$ cat config.mk
export PLATFORM = sky130hd
export DESIGN_NAME = flash_cmd_if
export DESIGN_NICKNAME = d
export VERILOG_FILES = /design/src/rtl/flash_cmd_pkg.sv /design/src/rtl/flash_strobe_sync.sv /design/src/rtl/flash_write_qual.sv /design/src/rtl/flash_cmd_fsm.sv /design/src/rtl/flash_cmd_if.sv
export SDC_FILE = /design/constraint.sdc
export NUM_CORES = 1
export LEC_CHECK = 0
export ABC_AREA = 1
export BUFFER_PORTS_ARGS = -buffer_cell sky130_fd_sc_hd__clkbuf_2
export CAP_MARGIN = 20
export CELL_PAD_IN_SITES_DETAIL_PLACEMENT = 0
export CELL_PAD_IN_SITES_GLOBAL_PLACEMENT = 1
export CORE_ASPECT_RATIO = 0.6
export CORE_MARGIN = 2
export CORE_UTILIZATION = 42
export DETAILED_ROUTE_END_ITERATION = 10
export PLACE_DENSITY_LB_ADDON = 0.1
export SYNTH_ARGS = -nofsm -noshare
export SYNTH_HDL_FRONTEND = slang
export SYNTH_SLANG_ARGS = --single-unit
export TNS_END_PERCENT = 100
$ cat constraint.sdc
create_clock -name clk -period 3.4 [get_ports clk]
set_input_delay 0 -clock clk [delete_from_list [all_inputs] [get_ports clk]]
set_output_delay 0 -clock clk [all_outputs]
set_load 0.02 [all_outputs]
$ cat src/rtl/flash_cmd_pkg.sv
package flash_cmd_pkg;

    typedef enum logic [1:0] {
        ST_READ      = 2'd0,
        ST_ID        = 2'd1,
        ST_PGM_SETUP = 2'd2,
        ST_ERS_SETUP = 2'd3
    } cmd_state_e;

    localparam logic [7:0] CODE_RD_A  = 8'h00;
    localparam logic [7:0] CODE_RD_B  = 8'hFF;
    localparam logic [7:0] CODE_ID_A  = 8'h80;
    localparam logic [7:0] CODE_ID_B  = 8'h90;
    localparam logic [7:0] CODE_ERS   = 8'h30;
    localparam logic [7:0] CODE_PGM_A = 8'h10;
    localparam logic [7:0] CODE_PGM_B = 8'h50;

    // Identifier byte: bit 7 completes odd parity over bits 6:0.
    function automatic logic [7:0] id_byte(input logic [6:0] low);
        return {~^low, low};
    endfunction

    // Next mode chosen by a first-cycle command code.
    function automatic cmd_state_e first_cycle_mode(input logic [7:0] code);
        cmd_state_e m;
        case (code)
            CODE_ID_A, CODE_ID_B:   m = ST_ID;
            CODE_ERS:               m = ST_ERS_SETUP;
            CODE_PGM_A, CODE_PGM_B: m = ST_PGM_SETUP;
            default:                m = ST_READ;
        endcase
        return m;
    endfunction

endpackage

$ cat src/rtl/flash_strobe_sync.sv
module flash_strobe_sync #(
    parameter int           W       = 4,
    parameter logic [W-1:0] RST_VAL = '0
) (
    input  logic         clk,
    input  logic         rst_n,
    input  logic [W-1:0] d_async,
    output logic [W-1:0] q
);
    for (genvar i = 0; i < W; i++) begin : g_bit
        logic meta_q;
        logic sync_q;
        always_ff @(posedge clk or negedge rst_n) begin
            if (!rst_n) begin
                meta_q <= RST_VAL[i];
                sync_q <= RST_VAL[i];
            end else begin
                meta_q <= d_async[i];
                sync_q <= meta_q;
            end
        end
        assign q[i] = sync_q;
    end
endmodule

$ cat src/rtl/flash_write_qual.sv
module flash_write_qual #(
    parameter int AW          = 18,
    parameter int MIN_LOW_CYC = 3,
    localparam int CNT_W      = $clog2(MIN_LOW_CYC + 1)
) (
    input  logic          clk,
    input  logic          rst_n,
    input  logic          ce_s,
    input  logic          oe_s,
    input  logic          we_s,
    input  logic [AW-1:0] addr,
    input  logic [7:0]    din,
    output logic          wr_valid,
    output logic [AW-1:0] wr_addr,
    output logic [7:0]    wr_data
);
    logic             act;
    logic             act_q;
    logic             armed_q;
    logic [CNT_W-1:0] low_cnt_q;
    logic             opening;
    logic             closing;
    logic             long_enough;

    assign act         = ~ce_s & ~we_s & oe_s;
    assign opening     = act & ~act_q;
    assign closing     = ~act & act_q;
    assign long_enough = (low_cnt_q >= CNT_W'(MIN_LOW_CYC));

    always_ff @(posedge clk or negedge rst_n) begin
        if (!rst_n) begin
            act_q     <= 1'b1;
            armed_q   <= 1'b0;
            low_cnt_q <= '0;
            wr_valid  <= 1'b0;
            wr_addr   <= '0;
            wr_data   <= '0;
        end else begin
            act_q    <= act;
            wr_valid <= 1'b0;
            if (!act) begin
                armed_q <= 1'b1;
            end
            if (opening) begin
                wr_addr   <= addr;
                low_cnt_q <= CNT_W'(1);
            end else if (act && !long_enough) begin
                low_cnt_q <= low_cnt_q + 1'b1;
            end
            // Closing by a strobe rise (not by OE dropping), long, and armed.
            if (closing && oe_s && long_enough && armed_q) begin
                wr_valid <= 1'b1;
                wr_data  <= din;
            end
        end
    end
endmodule

$ cat src/rtl/flash_cmd_fsm.sv
module flash_cmd_fsm
    import flash_cmd_pkg::*;
#(
    parameter int AW = 18
) (
    input  logic          clk,
    input  logic          rst_n,
    input  logic          vpp_s,
    input  logic          seq_busy,
    input  logic          wr_valid,
    input  logic [AW-1:0] wr_addr,
    input  logic [7:0]    wr_data,
    output cmd_state_e    state,
    output logic          pgm_req,
    output logic [AW-1:0] pgm_addr,
    output logic [7:0]    pgm_data,
    output logic          erase_req
);
    cmd_state_e nxt_state;
    logic       do_pgm;
    logic       do_ers;
    logic       take;

    assign take = wr_valid & ~seq_busy;

    always_comb begin
        nxt_state = state;
        do_pgm    = 1'b0;
        do_ers    = 1'b0;
        if (!vpp_s) begin
            nxt_state = ST_READ;
        end else if (take) begin
            unique case (state)
                ST_READ, ST_ID: begin
                    nxt_state = first_cycle_mode(wr_data);
                end
                ST_PGM_SETUP: begin
                    do_pgm    = (wr_data != CODE_RD_B);
                    nxt_state = ST_READ;
                end
                ST_ERS_SETUP: begin
                    do_ers    = (wr_data == CODE_ERS);
                    nxt_state = ST_READ;
                end
            endcase
        end
    end

    always_ff @(posedge clk or negedge rst_n) begin
        if (!rst_n) begin
            state <= ST_READ;
        end else begin
            state <= nxt_state;
        end
    end

    always_ff @(posedge clk or negedge rst_n) begin
        if (!rst_n) begin
            pgm_req   <= 1'b0;
            erase_req <= 1'b0;
            pgm_addr  <= '0;
            pgm_data  <= '0;
        end else begin
            pgm_req   <= do_pgm;
            erase_req <= do_ers;
            if (do_pgm) begin
                pgm_addr <= wr_addr;
                pgm_data <= wr_data;
            end
        end
    end
endmodule

$ cat src/rtl/flash_cmd_if.sv
module flash_cmd_if
    import flash_cmd_pkg::*;
#(
    parameter int         AW          = 18,
    parameter int         MIN_LOW_CYC = 3,
    parameter logic [6:0] MFR_CODE    = 7'h01,
    parameter logic [6:0] DEV_CODE    = 7'h29
) (
    input  logic          clk,
    input  logic          rst_n,
    input  logic          ce_n,
    input  logic          oe_n,
    input  logic          we_n,
    input  logic [AW-1:0] addr,
    input  logic [7:0]    din,
    input  logic          vpp_ok,
    input  logic          seq_busy,
    input  logic [7:0]    seq_status,
    input  logic [7:0]    array_rdata,
    output logic [7:0]    dout,
    output logic          dout_oe,
    output logic          pgm_req,
    output logic [AW-1:0] pgm_addr,
    output logic [7:0]    pgm_data,
    output logic          erase_req
);
    // Bit order: 0 ce, 1 we, 2 oe, 3 vpp. Reset looks like an open write
    // cycle so that one already in progress at power-up is never armed.
    localparam logic [3:0] SYNC_RST = 4'b0100;

    logic [3:0]    sync_q;
    logic          ce_s, we_s, oe_s, vpp_s;
    logic          wr_valid;
    logic [AW-1:0] wr_addr;
    logic [7:0]    wr_data;
    cmd_state_e    cur_state;
    logic [7:0]    rd_mux;

    flash_strobe_sync #(.W(4), .RST_VAL(SYNC_RST)) u_sync (
        .clk     (clk),
        .rst_n   (rst_n),
        .d_async ({vpp_ok, oe_n, we_n, ce_n}),
        .q       (sync_q)
    );

    assign ce_s  = sync_q[0];
    assign we_s  = sync_q[1];
    assign oe_s  = sync_q[2];
    assign vpp_s = sync_q[3];

    flash_write_qual #(.AW(AW), .MIN_LOW_CYC(MIN_LOW_CYC)) u_qual (
        .clk      (clk),
        .rst_n    (rst_n),
        .ce_s     (ce_s),
        .oe_s     (oe_s),
        .we_s     (we_s),
        .addr     (addr),
        .din      (din),
        .wr_valid (wr_valid),
        .wr_addr  (wr_addr),
        .wr_data  (wr_data)
    );

    flash_cmd_fsm #(.AW(AW)) u_fsm (
        .clk       (clk),
        .rst_n     (rst_n),
        .vpp_s     (vpp_s),
        .seq_busy  (seq_busy),
        .wr_valid  (wr_valid),
        .wr_addr   (wr_addr),
        .wr_data   (wr_data),
        .state     (cur_state),
        .pgm_req   (pgm_req),
        .pgm_addr  (pgm_addr),
        .pgm_data  (pgm_data),
        .erase_req (erase_req)
    );

    always_comb begin
        if (seq_busy) begin
            rd_mux = seq_status;
        end else if (cur_state == ST_ID) begin
            if (addr == '0) begin
                rd_mux = id_byte(MFR_CODE);
            end else if (addr == AW'(1)) begin
                rd_mux = id_byte(DEV_CODE);
            end else begin
                rd_mux = 8'h00;
            end
        end else begin
            rd_mux = array_rdata;
        end
    end

    always_ff @(posedge clk or negedge rst_n) begin
        if (!rst_n) begin
            dout    <= '0;
            dout_oe <= 1'b0;
        end else begin
            dout    <= rd_mux;
            dout_oe <= ~ce_s & ~oe_s;
        end
    end
endmodule

-- Yosys cells after proc, flatten, opt, wreduce, memory -nomap -nowiden
Index checks and enable logic that the tools add are counted.
- equality and inequality tests: 11
- reduce and logical (&&, ||, !) cells: 12
- bitwise operators: 12
- magnitude comparators: 1
- multiplexer cells: 17
- $add $sub $neg: 1
- operators with widths (cell ; number):
    $eq A18 B1 Y1 const B ; 1
    $logic_not A18 Y1 ; 1
    $eq A8 B8 Y1 const B ; 2
    $mux W8 ; 2
    $mux W6 ; 2
    $eq A8 B5 Y1 const B ; 1
    $eq A8 B6 Y1 const B ; 1
    $eq A8 B7 Y1 const B ; 1
    $mux W2 ; 4
    $ne A8 B8 Y1 const B ; 1
    $reduce_or A2 Y1 ; 4
    $mux W1 ; 7
    $and A1 B1 Y1 ; 6
    $not A1 Y1 ; 6
    $pmux W2 S3 ; 1
    $eq A2 B2 Y1 const B ; 2
    $logic_and A1 B1 Y1 ; 4
    $pmux W2 S2 ; 1
    $add A2 B1 Y2 const B ; 1
    $eq A2 B1 Y1 const B ; 1
    $ge A2 B2 Y1 const B ; 1
    $logic_not A2 Y1 ; 1
    $ne A2 B1 Y1 const B ; 1
    $reduce_bool A2 Y1 ; 1
    $logic_not A1 Y1 ; 1
- input bits: 49
- logic and storage cells: 75
- register bits: 78
- output and inout port bits: 37

-- Logic depth before layout (Yosys ltp)
Gate-level depths: netlist (run 1).
- depth in word-level cells: 9
- mapped depth: 11
- gate-level depth less buffers: 9

-- By module
From an unflattened synthesis (run 1), not the netlist that was laid out.
- cells, all modules: 359
- area total of the unflattened synthesis: 3286.9 µm²
- modules (own cells, without submodules) (module ; seq. area each (µm²) ; area each (µm²) ; instances ; cells an instance):
    flash_write_qual ; 777.0 ; 1308.8 ; 1 ; 139
    flash_cmd_fsm ; 750.7 ; 1288.7 ; 1 ; 151
    flash_cmd_if ; 225.2 ; 456.7 ; 1 ; 57
    flash_strobe_sync ; 202.7 ; 232.7 ; 1 ; 12

-- Worst setup path before layout (run 1)
No wires, ideal clock.
- path kind: register to register
- start point: register u_sync.g_bit[2].sync_q
- end point: register u_qual.wr_addr[10]
- data required time: 3.276 ns
- stages on the path, launching flop included: 7
- path buffers: 1
- clock period less this slack: 1.295 ns
- data arrival time: 1.171 ns
- setup slack: 2.105 ns
- setup time: 0.124 ns
- cells stage by stage: dfstp_2 > inv_1 > nor3_4 > nand2_2 > buf_2 > nor2_1 > a21oi_1
- cells in the longest elaborated chain, start to end: 2
- ends and longest elaborated chain (item ; line ; text):
    start: declaration ; flash_strobe_sync.sv:12 ; logic sync_q;
    start signal: assignment ; flash_strobe_sync.sv:16 ; sync_q <= RST_VAL[i];
    start signal: assignment ; flash_strobe_sync.sv:19 ; sync_q <= meta_q;
    $and A1 B1 Y1 ; flash_write_qual.sv:25 ; assign act = ~ce_s & ~we_s & oe_s;
    net u_qual.act ; flash_write_qual.sv:17 ; logic act;
    $and A1 B1 Y1 ; flash_write_qual.sv:26 ; assign opening = act & ~act_q;
    end signal: assignment ; flash_write_qual.sv:45 ; wr_addr <= addr;
    end: declaration ; flash_write_qual.sv:14 ; output logic [AW-1:0] wr_addr,
The timed path passes the listed nets, and every way through them passes these cells.
A chain may end at the register's enable or synchronous reset.

-- Worst setup path in the final report (run 1)
- start point: register u_fsm.state[1]
- end point: register dout[3]
- cells in the longest elaborated chain, start to end: 3
- ends and longest elaborated chain (item ; line ; text):
    start: declaration ; flash_cmd_fsm.sv:13 ; output cmd_state_e state,
    start signal: assignment ; flash_cmd_fsm.sv:53 ; state <= nxt_state;
    $eq A2 B1 Y1 ; flash_cmd_if.sv:82 ; end else if (cur_state == ST_ID) begin
    $mux W8 ; flash_cmd_if.sv:82 ;
    $mux W8 ; flash_cmd_if.sv:80 ; if (seq_busy) begin
    net rd_mux[3] ; flash_cmd_if.sv:37 ; logic [7:0] rd_mux;
    end signal: assignment ; flash_cmd_if.sv:100 ; dout <= rd_mux;
    end: declaration ; flash_cmd_if.sv:20 ; output logic [7:0] dout,
The timed path passes the listed nets, and every way through them passes these cells.

==> out/qor.txt, run 1 <==
sequential cell area fraction in the yosys report = 61.6%
Pleak = 2.31 nW
Crit path buffers/inverters = 2
Post-CTS Resized = 0
most frequent cells in the layout = 84 x clkbuf_2, 75 x nand2_1, 75 x dfrtp_1, 47 x dlygate4sd3_1, 34 x nor2_1
Mapped Avg Cell Area = 10.1 µm²
post-layout min period = 1840 ps
relative slew slack = 37.1%
core area = 7300 µm²
syn_nets = 365
drt wl/cell = 11.5 µm
number of DRC markers in iteration 0 = 127
mux contribution to synthesized area = 0%
final worst-path cycle share = 54.0%
Reg-to-Reg Start = u_fsm.state[1]
post-synthesis compound-gate area fraction = 11.9%
postcts setup bufs = 0
CP Capture Type = register
placed instance area = 3640 µm²
# rows = 24
Synth Cell Area = 3170 µm²
post-route ant nets = 0
Clock Tree Buf Depth = 2
Worst Hold Launch = seq_busy
XOR/XNOR Fraction of Synth Area = 0%
Synth area leaders = dfrtp_1 59%, nand2_1 8.9%, o21ai_2 6.3%, nor2_1 4.0%, inv_1 3.9%
post-synthesis adder-cell area fraction = 0.394%
power per cell area = 508 nW/µm²
Layout Nets = 498
largest family of logic cells by synthesized area = simple AND/OR/NAND/NOR gates
fillers = 638
number of standard cells in the final layout excluding fillers = 557
die height = 71.3 µm
pre-CTS WS = 1730 ps
status = complete, no violations
Pwr Total = 2.24 mW
commonest non-fill, non-tap cell in the layout = clkbuf_2
FF/Latch Area = 1960 µm²
initial antenna violation count = 0
CP delay by family, top = buffers and inverters
Peak supply drop = 288 µV
top cell type's share of synthesized area = 59.1%
CTS H-tree depth = 3
placed wire-length estimate = 4.28 mm
Detailed Routing Iterations Pass 1 = 4
Req. time, crit path = 3670 ps
critical path launch point type = register
CP max FO = 9
DIE WIDTH = 116 µm
Num CTS Buffers = 9
layout cell share with drive strength beyond 1 = 30.5%
f_max = 545 MHz
worst setup margin = 1560 ps
total global routing overflow = 0
max incr delay on CP = 550 ps
Synth cell types = 27
vias in the first global route = 2,378
Clock Sinks = 78
Final Skew = 4.48 ps
Hold Fails Final Rpt = 0
Placed Cells = 494
gr usage total = 17.3%
Die ar. = 8290 µm²
WL final = 6.38 mm
critical path launch point = u_fsm.state[1]
largest net degree at the start of global routing = 79
Synth Instances = 315
Ys Warns = 0
Seq cells post-synth = 78
clock transition at the registers of the reported paths = 60 ps
DR vias/cell = 4.37
port bufs = 85
RSZ-0062 raised after global routing = false
post-route DRC violation count = 0
Root Buffer = clkbuf_16
Worst path slowest cell = dlygate4sd3_1
CP Cell Sequence = inv_1 > nand2_1 > nor3_1 > nand3_1 > a21oi_1 > dlygate4sd3_1
GPL Wtd Cong = 0.732
setup TNS = 0 ps
Starting Density = 43.5%
Simple-Gate Fraction of Synth Area = 18.1%
Pins Over Slew Limit = 0
later-pin clock latency in the skew report = 330 ps
antenna cells = 0
critical path type = register to register
P&R area growth vs syn = 39.1%
first-pass GRT wire length = 10.9 mm
CTS tree = done
area of the multi-input gates = 962 µm²
Final setup viols = 0
Worst Tran Pin Value = 944 ps
post-synth top area cell = dfrtp_1
I/O pins = 86
Finished Cell Area = 4410 µm²
Hold Crit Class = input port to register
max cap viols = 0
WP data arrival = 2100 ps
via count = 2,432
## cell usage after synthesis (all sizes together)
cell	n
o21ai	35
ha	1
nor3	3
dfstp	3
clkinv	1
inv	36
buf	10
a21oi	20
a21boi	1
nor2	35
nand2	79
a211oi	1
nor4	1
dfrtp	75
nand4	2
nand3	12
## final cells by class
class                      instances  area share, %
timing repair buffer             132           20.4
clock buffer                      14           6.66
clock inverter                     2          0.283
tap                              104           2.95
inverter                          37           3.66
multi-input combinational        190           21.8
sequential                        78           44.3
## worst register-to-register path: stages, from the launching register on
cell and delay (ps):
dfrtp_1 410, inv_1 80, nand2_1 200, nor3_1 200
nand3_1 160, a21oi_1 160, dlygate4sd3_1 550
## per-stage QoR
| step | hold WS (ps) | utilization (%) |
|---|---|---|
| floorplan | -296 | - |
| global placement | 88.4 | 49.8 |
| detailed placement | 88.8 | 49.8 |
| CTS | 233 | 60.5 |
| global route | 290 | 60.5 |
| finish | 234 | 60.5 |
## timing repair
item	CTS	global route
setup endpoints to repair	0	0
hold buffers	47	0
hold endpoints to repair	113	0
## per-layer routing
layer | up-vias | global-route usage [%] | part of all wire, %
met3 | 2 | 6.35 | 4.2
li1 | 1259 | - | -
met4 | 0 | 6.61 | 0.36
met5 | - | 0 | 0
met1 | 1124 | 23.5 | 49
met2 | 47 | 25.8 | 46
## kinds of logic after synthesis
kind of cell               Yosys count
AOI/OAI and AO/OA                   57
buffers and inverters               47
DFF                                 78
adders and majority gates            1
and+or+nand+nor                    132
## final timing paths
check,slack [ps],endpoint,cells past startpoint
max,1560,dout[3],6
min,230,u_fsm.state[0],5
max reg2reg,1560,dout[3],6
min reg2reg,350,u_sync.g_bit[1].sync_q,0
max in group asynchronous,2440,u_fsm.pgm_addr[9],2
min in group asynchronous,360,u_sync.g_bit[0].meta_q,2
## flip-flops by register name, summed over array words and instances, names as in the netlist, 2 cells and up
signal               cells
u_qual.wr_addr          18
u_fsm.pgm_addr          18
u_sync.g_bit.meta_q      4
dout                     8
u_fsm.pgm_data           8
u_sync.g_bit.sync_q      4
u_qual.wr_data           8
u_qual.low_cnt_q         2
u_fsm.state              2
## where the power goes
group          total, mW  switching (mW)  internal (mW)
clock network      0.940           0.348          0.592
logic              0.262           0.150          0.112
registers           1.04          0.0327           1.01
Power figures use the tool's default switching activity.
==> inputs of run 2 (changes only) <==
--- a/config.mk
+++ b/config.mk
@@ -5,14 +5,14 @@
 export SDC_FILE = /design/constraint.sdc
 export NUM_CORES = 1
 export LEC_CHECK = 0
-export ABC_AREA = 1
+export ABC_AREA = 0
 export BUFFER_PORTS_ARGS = -buffer_cell sky130_fd_sc_hd__clkbuf_2
 export CAP_MARGIN = 20
 export CELL_PAD_IN_SITES_DETAIL_PLACEMENT = 0
 export CELL_PAD_IN_SITES_GLOBAL_PLACEMENT = 1
 export CORE_ASPECT_RATIO = 0.6
 export CORE_MARGIN = 2
-export CORE_UTILIZATION = 42
+export CORE_UTILIZATION = 37
 export DETAILED_ROUTE_END_ITERATION = 10
 export PLACE_DENSITY_LB_ADDON = 0.1
 export SYNTH_ARGS = -nofsm -noshare
==> constraint.sdc (replaced) <==
create_clock -name clk -period 1.63 [get_ports clk]
set_input_delay 0 -clock clk [delete_from_list [all_inputs] [get_ports clk]]
set_output_delay 0 -clock clk [all_outputs]
set_load 0.02 [all_outputs]
==> run 2 against run 1 <==
Against the previous run: the run now ends with setup timing left; count of clock-buffer cells in the layout down 1; die area up 9.8%; combinational power up 86%; register-to-register slack worse by 1600 ps; sequential cell count unchanged; sequential power up 110%; final cell count down 14%; core utilization down 3.3 points; clock skew up 1.6 ps; hold slack worse by 180 ps; critical path type unchanged; largest power group unchanged.
==> out/qor.txt, run 2 <==
critical path type = register to register
top cell type's share of synthesized area = 60.9% (+1.7 points)
Clock Power Share = 43.0% (+1.1 points)
largest net degree at the start of global routing = 45 (-43%)
Ys Warns = 0 (unchanged)
GPL Wtd Cong = 0.774 (+5.6%)
RSZ-0062 raised after global routing = true
WP data arrival = 1880 ps (-220 ps)
Starting Density = 38.7% (-4.8 points)
WL final = 7.10 mm (+11%)
Seq pwr share = 46.6% (+0.2 points)
die height = 74.7 µm (+4.7%)
power per cell area = 1020 nW/µm² (+100%)
Clock Sinks = 78 (unchanged)
P&R area growth vs syn = 48.1%
Peak supply drop = 528 µV (+83%)
critical path launch point type = register
post-layout min period = 1670 ps (-166 ps)
sequential cell area fraction in the yosys report = 63.4% (+1.8 points)
pre-CTS WS = -36.6 ps (-1770 ps)
setup TNS = -367 ps (-367 ps)
Final Skew = 6.05 ps (+1.57 ps)
Pwr Total = 4.66 mW (+110%)
most frequent cell after synthesis = dfrtp_1
Net Sw Power = 1.01 mW (+91%)
CP delay by family, top = simple AND/OR/NAND/NOR gates
most frequent cells in the layout = 84 x clkbuf_2, 75 x dfrtp_1, 45 x dlygate4sd3_1, 31 x mux2_2, 23 x nand2_1
synth cell count leaders = 75 x dfrtp_1, 31 x mux2_2, 23 x nand2_1
ys flop type = dfrtp_1
syn_nets = 259 (-29%)
DIE WIDTH = 122 µm (+4.8%)
R2R depth = 5 (-1)
Num CTS Buffers = 9 (unchanged)
Fin Hold WS = 54.5 ps (-179 ps)
layout cell share with drive strength beyond 1 = 48.9% (+18 points)
CTS H-tree depth = 3 (unchanged)
Largest regs = u_fsm.pgm_addr x18, u_qual.wr_addr x18
port bufs = 85 (unchanged)
CTS tree = done
Synth area leaders = dfrtp_1 61%, mux2_2 11%, mux2_4 9.3%, nand2_1 2.8%, dfstp_2 2.6%
vias in the first global route = 2,199 (-7.5%)
EDFF count, synth = 0 (unchanged)
worst setup margin = -39.2 ps (-1600 ps)
CP Cell Sequence = nand2b_4 > or3_4 > or2_4 > buf_12 > mux2_4
Pleak = 2.33 nW (+1.1%)
relative slew slack = 69.3% (+32 points)
max cap viols = 0 (unchanged)
Clock Tree Buf Depth = 2 (unchanged)
DR vias/cell = 4.46 (+2.2%)
via count = 2,134 (-12%)
gr usage total = 16.9% (-0.48 points)
max incr delay on CP = 380 ps (-170 ps)
Levels on crit path = 5 (-1)
first-pass GRT wire length = 11.3 mm (+3.8%)
# rows = 25 (+4.2%)
failing checks = setup timing
total global routing overflow = 0 (unchanged)
Async SR Flop Fraction = 100% (unchanged)
Crit path buffers/inverters = 1 (-1)
Seq cells post-synth = 78 (unchanged)
f_max = 599 MHz (+9.9%)
CP max FO = 10 (+1)
Min-Delay Path Depth = 4 (-1)
Synth Instances = 209 (-34%)
Synth Cell Area = 3080 µm² (-2.8%)
Final setup viols = 15 (+15)
Int Pwr = 3.64 mW (+110%)
Die ar. = 9100 µm² (+9.8%)
Layout Nets = 415 (-17%)
Synth cell types = 32 (+19%)
later-pin clock latency in the skew report = 330 ps (about the same)
Mapped Avg Cell Area = 14.8 µm² (+46%)
initial antenna violation count = 0 (unchanged)
number of DRC markers in iteration 0 = 108 (-15%)
placed wire-length estimate = 4.77 mm (+12%)
Root Buffer = clkbuf_16
fillers = 674 (+5.6%)
drt wl/cell = 14.8 µm (+30%)
Worst Tran Pin Value = 461 ps (-482 ps)
Worst path slowest cell = dfrtp_1
post-route ant nets = 0 (unchanged)
I/O pins = 86 (unchanged)
status = finished, violations left
final worst-path cycle share = 102% (+48 points)
Detailed Routing Iterations Pass 1 = 4 (unchanged)
post-route DRC violation count = 0 (unchanged)
CP Capture Type = register
Hold Fails Final Rpt = 0 (unchanged)
Hold Crit Class = input port to register
fin util = 57.2% (-3.3 points)
Pins Over Slew Limit = 0 (unchanged)
commonest non-fill, non-tap cell in the layout = clkbuf_2
antenna cells = 0 (unchanged)
Req. time, crit path = 1840 ps (-1830 ps)
post-synth top area cell = dfrtp_1
Sw Ratio = 21.8% (-1.9 points)
Combinational Power Share = 10.5% (-1.2 points)
core area = 7980 µm² (+9.3%)
clock transition at the registers of the reported paths = 60 ps (about the same)
==> run 2: changes by cell type in the layout (fill, tap and decap cells not counted), moves of 7 or more <==
cell,change
a21oi_1,-19
buf_4,+17
inv_1,-31
mux2_2,+31
mux2_4,+19
nand2_1,-52
nand3_1,-10
nor2_1,-28
o21ai_1,-7
o21ai_2,-23
==> run 2: routing by layer <==
| layer | part of all wire, % | vias up | global-route usage, % |
|---|---|---|---|
| met5 | 0 | - | 0 |
| met4 | 1.1 | 0 | 6.39 |
| met3 | 6.0 | 5 | 5.53 |
| met2 | 40 | 68 | 22.6 |
| met1 | 53 | 1006 | 25.2 |
| li1 | - | 1055 | - |
==> run 2: stage by stage <==
stage,area (µm²),instances
after detailed placement,3760,415
after floorplan,3090,209
after global routing,4570,478
after CTS,4560,478
after global placement,3760,415
final,4570,478
==> run 2: path summary, 6_finish.rpt <==
| kind | start | to | slack (ps) |
|---|---|---|---|
| setup / recovery | u_qual.wr_valid | u_fsm.pgm_addr[12] | -40 |
| hold / removal | array_rdata[3] | dout[3] | 50 |
| setup reg to reg | u_qual.wr_valid | u_fsm.pgm_addr[12] | -40 |
| hold reg to reg | u_sync.g_bit[3].meta_q | u_sync.g_bit[3].sync_q | 350 |
| max in group asynchronous | rst_n | u_sync.g_bit[2].sync_q | 820 |
| min in group asynchronous | rst_n | u_qual.wr_data[4] | 160 |
==> run 2: worst min-delay path, stage by stage <==
cell	delay, ps
clkbuf_2	80
nand2_1	40
o21ai_0	70
a21o_1	150
==> run 2: kinds of logic after synthesis <==
family | synth area share, %
AO/OA/AOI/OAI | 3.61
adder cells (fa/ha/maj) | 0.406
buffers and inverters | 2.68
flip-flops | 63.4
multiplexers | 21.2
AND/OR/NAND/NOR | 8.64
==> run 2: layout make-up <==
class / count / area, µm² / share of cell area (%)
Clock inverter: 3 / 42.5 / 0.932
Timing Repair Buffer: 152 / 1100 / 24.2
Multi-Input combinational cell: 122 / 1060 / 23.2
Clock buffer: 13 / 260 / 5.70
Tap cell: 108 / 135 / 2.96
Inverter: 2 / 7.51 / 0.164
Sequential cell: 78 / 1960 / 42.8
==> run 2: power groups by stage <==
stage / clock network (mW) / registers, mW / logic (mW)
global placement: 0 / 2.19 / 0.389
finish: 2.00 / 2.17 / 0.487
CTS: 2.05 / 2.17 / 0.484
detailed placement: 0 / 2.20 / 0.396
global route: 2.13 / 2.19 / 0.540
floorplan: 0 / 2.21 / 0.176
==> run 2: repair_timing <==
item,CTS,global route
endpoints found under the hold margin,72,0
cloned,1,0
buffers inserted,1,0
hold buffers,45,0
resized for setup,3,2
endpoints found under the setup margin,24,25
==> inputs of run 3 (changes only) <==
--- a/config.mk
+++ b/config.mk
@@ -14,7 +14,9 @@
 export CORE_MARGIN = 2
 export CORE_UTILIZATION = 37
 export DETAILED_ROUTE_END_ITERATION = 10
+export HOLD_SLACK_MARGIN = 0.15
 export PLACE_DENSITY_LB_ADDON = 0.1
+export SKIP_LAST_GASP = 1
 export SYNTH_ARGS = -nofsm -noshare
 export SYNTH_HDL_FRONTEND = slang
 export SYNTH_SLANG_ARGS = --single-unit
==> run 3 against run 2 <==
Against the previous run: the run still ends with setup timing left; die area is the same; clock power hardly changed; hold slack better by 110 ps; first-iteration DRC count unchanged; clock skew up 0.59 ps.
==> out/qor.txt, run 3 (synthesized netlist as in run 2, its figures left out) <==
setup TNS = -381 ps (-13.9 ps)
Num CTS Buffers = 9 (unchanged)
f_max = 599 MHz (about the same)
routing usage on met1 = 25.4% (+0.15 points)
core area = 7980 µm² (unchanged)
port bufs = 85 (unchanged)
# rows = 25 (unchanged)
placed wire-length estimate = 4.77 mm (unchanged)
GR Util met2 = 23.5% (+0.87 points)
CP Cell Sequence = nand2b_4 > or3_4 > or2_4 > buf_12 > mux2_4
WL final = 7.23 mm (+1.8%)
most frequent cells in the layout = 84 x clkbuf_2, 75 x dfrtp_1, 51 x dlygate4sd3_1, 31 x mux2_2, 23 x nand2_1
power per cell area = 1010 nW/µm² (-1.1%)
later-pin clock latency in the skew report = 330 ps (about the same)
Top Usage Layer GRT = met1
Hold Fails Final Rpt = 0 (unchanged)
CP Capture Type = register
RSZ-0062 raised after global routing = true
Starting Density = 38.7% (unchanged)
pre-CTS WS = -36.6 ps (unchanged)
Pins Over Slew Limit = 0 (unchanged)
worst setup margin = -40.7 ps (-1.52 ps)
total global routing overflow = 0 (unchanged)
Fin Hold WS = 164 ps (+109 ps)
P&R area growth vs syn = 49.9%
post-route DRC violation count = 0 (unchanged)
drt wl/cell = 14.9 µm (+0.56%)
via count = 2,179 (+2.1%)
post-route ant nets = 0 (unchanged)
status = finished, violations left
number of DRC markers in iteration 0 = 108 (unchanged)
die height = 74.7 µm (unchanged)
WP data arrival = 1880 ps (about the same)
first-pass GRT wire length = 11.6 mm (+2.1%)
CTS tree = done
Worst path slowest cell = dfrtp_1
Layout Nets = 421 (+1.4%)
Die ar. = 9100 µm² (unchanged)
I/O pins = 86 (unchanged)
final worst-path cycle share = 102% (about the same)
post-layout min period = 1670 ps (+1.52 ps)
DR vias/cell = 4.50 (+0.84%)
Detailed Routing Iterations Pass 1 = 4 (unchanged)
Clock Tree Buf Depth = 2 (unchanged)
gr usage total = 17.2% (+0.29 points)
Hold Crit Class = input port to asynchronous set/reset pin
GPL Wtd Cong = 0.774 (unchanged)
Clock Sinks = 78 (unchanged)
Root Buffer = clkbuf_16
relative slew slack = 69.3% (about the same)
critical path launch point type = register
M3 GR Usage = 5.53% (unchanged)
max cap viols = 0 (unchanged)
DIE WIDTH = 122 µm (unchanged)
Pleak = 2.36 nW (+0.98%)
CTS H-tree depth = 3 (unchanged)
Peak supply drop = 529 µV (+0.11%)
commonest non-fill, non-tap cell in the layout = clkbuf_2
Final setup viols = 15 (unchanged)
fin util = 57.9% (+0.71 points)
layout cell share with drive strength beyond 1 = 47.9% (-1.0 points)
initial antenna violation count = 0 (unchanged)
Worst Tran Pin Value = 461 ps (-0.367 ps)
Largest regs = u_fsm.pgm_addr x18, u_qual.wr_addr x18
CP max FO = 10 (unchanged)
max incr delay on CP = 380 ps (about the same)
Final Skew = 6.64 ps (+0.589 ps)
fillers = 667 (-1.0%)
area of the multi-input gates = 1060 µm² (-0.35%)
vias in the first global route = 2,256 (+2.6%)
clock transition at the registers of the reported paths = 60 ps (about the same)
failing checks = setup timing
FF/Latch Area = 1960 µm² (unchanged)
critical path type = register to register
largest net degree at the start of global routing = 45 (unchanged)
antenna cells = 0 (unchanged)
Req. time, crit path = 1840 ps (about the same)
[run 3: cell count changes in the layout (fill, tap and decap cells not counted), sizes merged]
cell	before	now
dlygate4sd3	45	51
[run 3: repair_timing]
action | 4_1_cts | 5_1_grt
hold endpoints to repair | 113 | 0
setup buffers | 1 | 0
endpoints found under the setup margin | 24 | 25
cloned | 1 | 0
resized for setup | 3 | 1
hold buffers | 51 | 0
[run 3: cell type report]
type,count,share of cell area [%]
sequential,78,42.3
multi-input combinational,122,22.8
tap,108,2.92
inverter,2,0.162
clock inverter,3,0.920
clock buffer,13,5.63
timing repair buffer,158,25.2
[run 3: path summary, 6_finish.rpt]
path | depth (start not counted) | end | start | slack [ps]
max | 5 | u_fsm.pgm_addr[12] | u_qual.wr_valid | -40
min | 2 | u_qual.wr_data[4] | rst_n | 160
max reg2reg | 5 | u_fsm.pgm_addr[12] | u_qual.wr_valid | -40
min reg2reg | 0 | u_sync.g_bit[3].sync_q | u_sync.g_bit[3].meta_q | 350
max in group asynchronous | 3 | u_sync.g_bit[2].sync_q | rst_n | 820
min in group clk | 4 | dout[0] | seq_busy | 190
[run 3: stage by stage]
stage / power, mW / instance area (µm²) / cells
2_1_floorplan: 2.38 / 3090 / 209
3_3_place_gp: 2.58 / 3760 / 415
3_5_place_dp: 2.60 / 3760 / 415
4_1_cts: 4.71 / 4620 / 484
5_1_grt: 4.86 / 4620 / 484
6_report: 4.66 / 4620 / 484
[run 3: power by group]
group	internal [mW]	switching [mW]
clock network	1.27	0.736
logic	0.288	0.204
registers	2.09	0.0774
total	3.64	1.02
[run 3: worst max-delay path: cells and delay by family, from the launching register on]
family | cells | cell delay, ps
buffers and inverters | 1 | 170
DFF | 1 | 380
muxes | 1 | 300
and+or+nand+nor | 3 | 700
[run 3: metal layers]
metal / up-vias / part of all wire [%]
met5: - / 0
met4: 0 / 1.1
met3: 5 / 5.8
met2: 62 / 41
met1: 1045 / 53
li1: 1067 / -
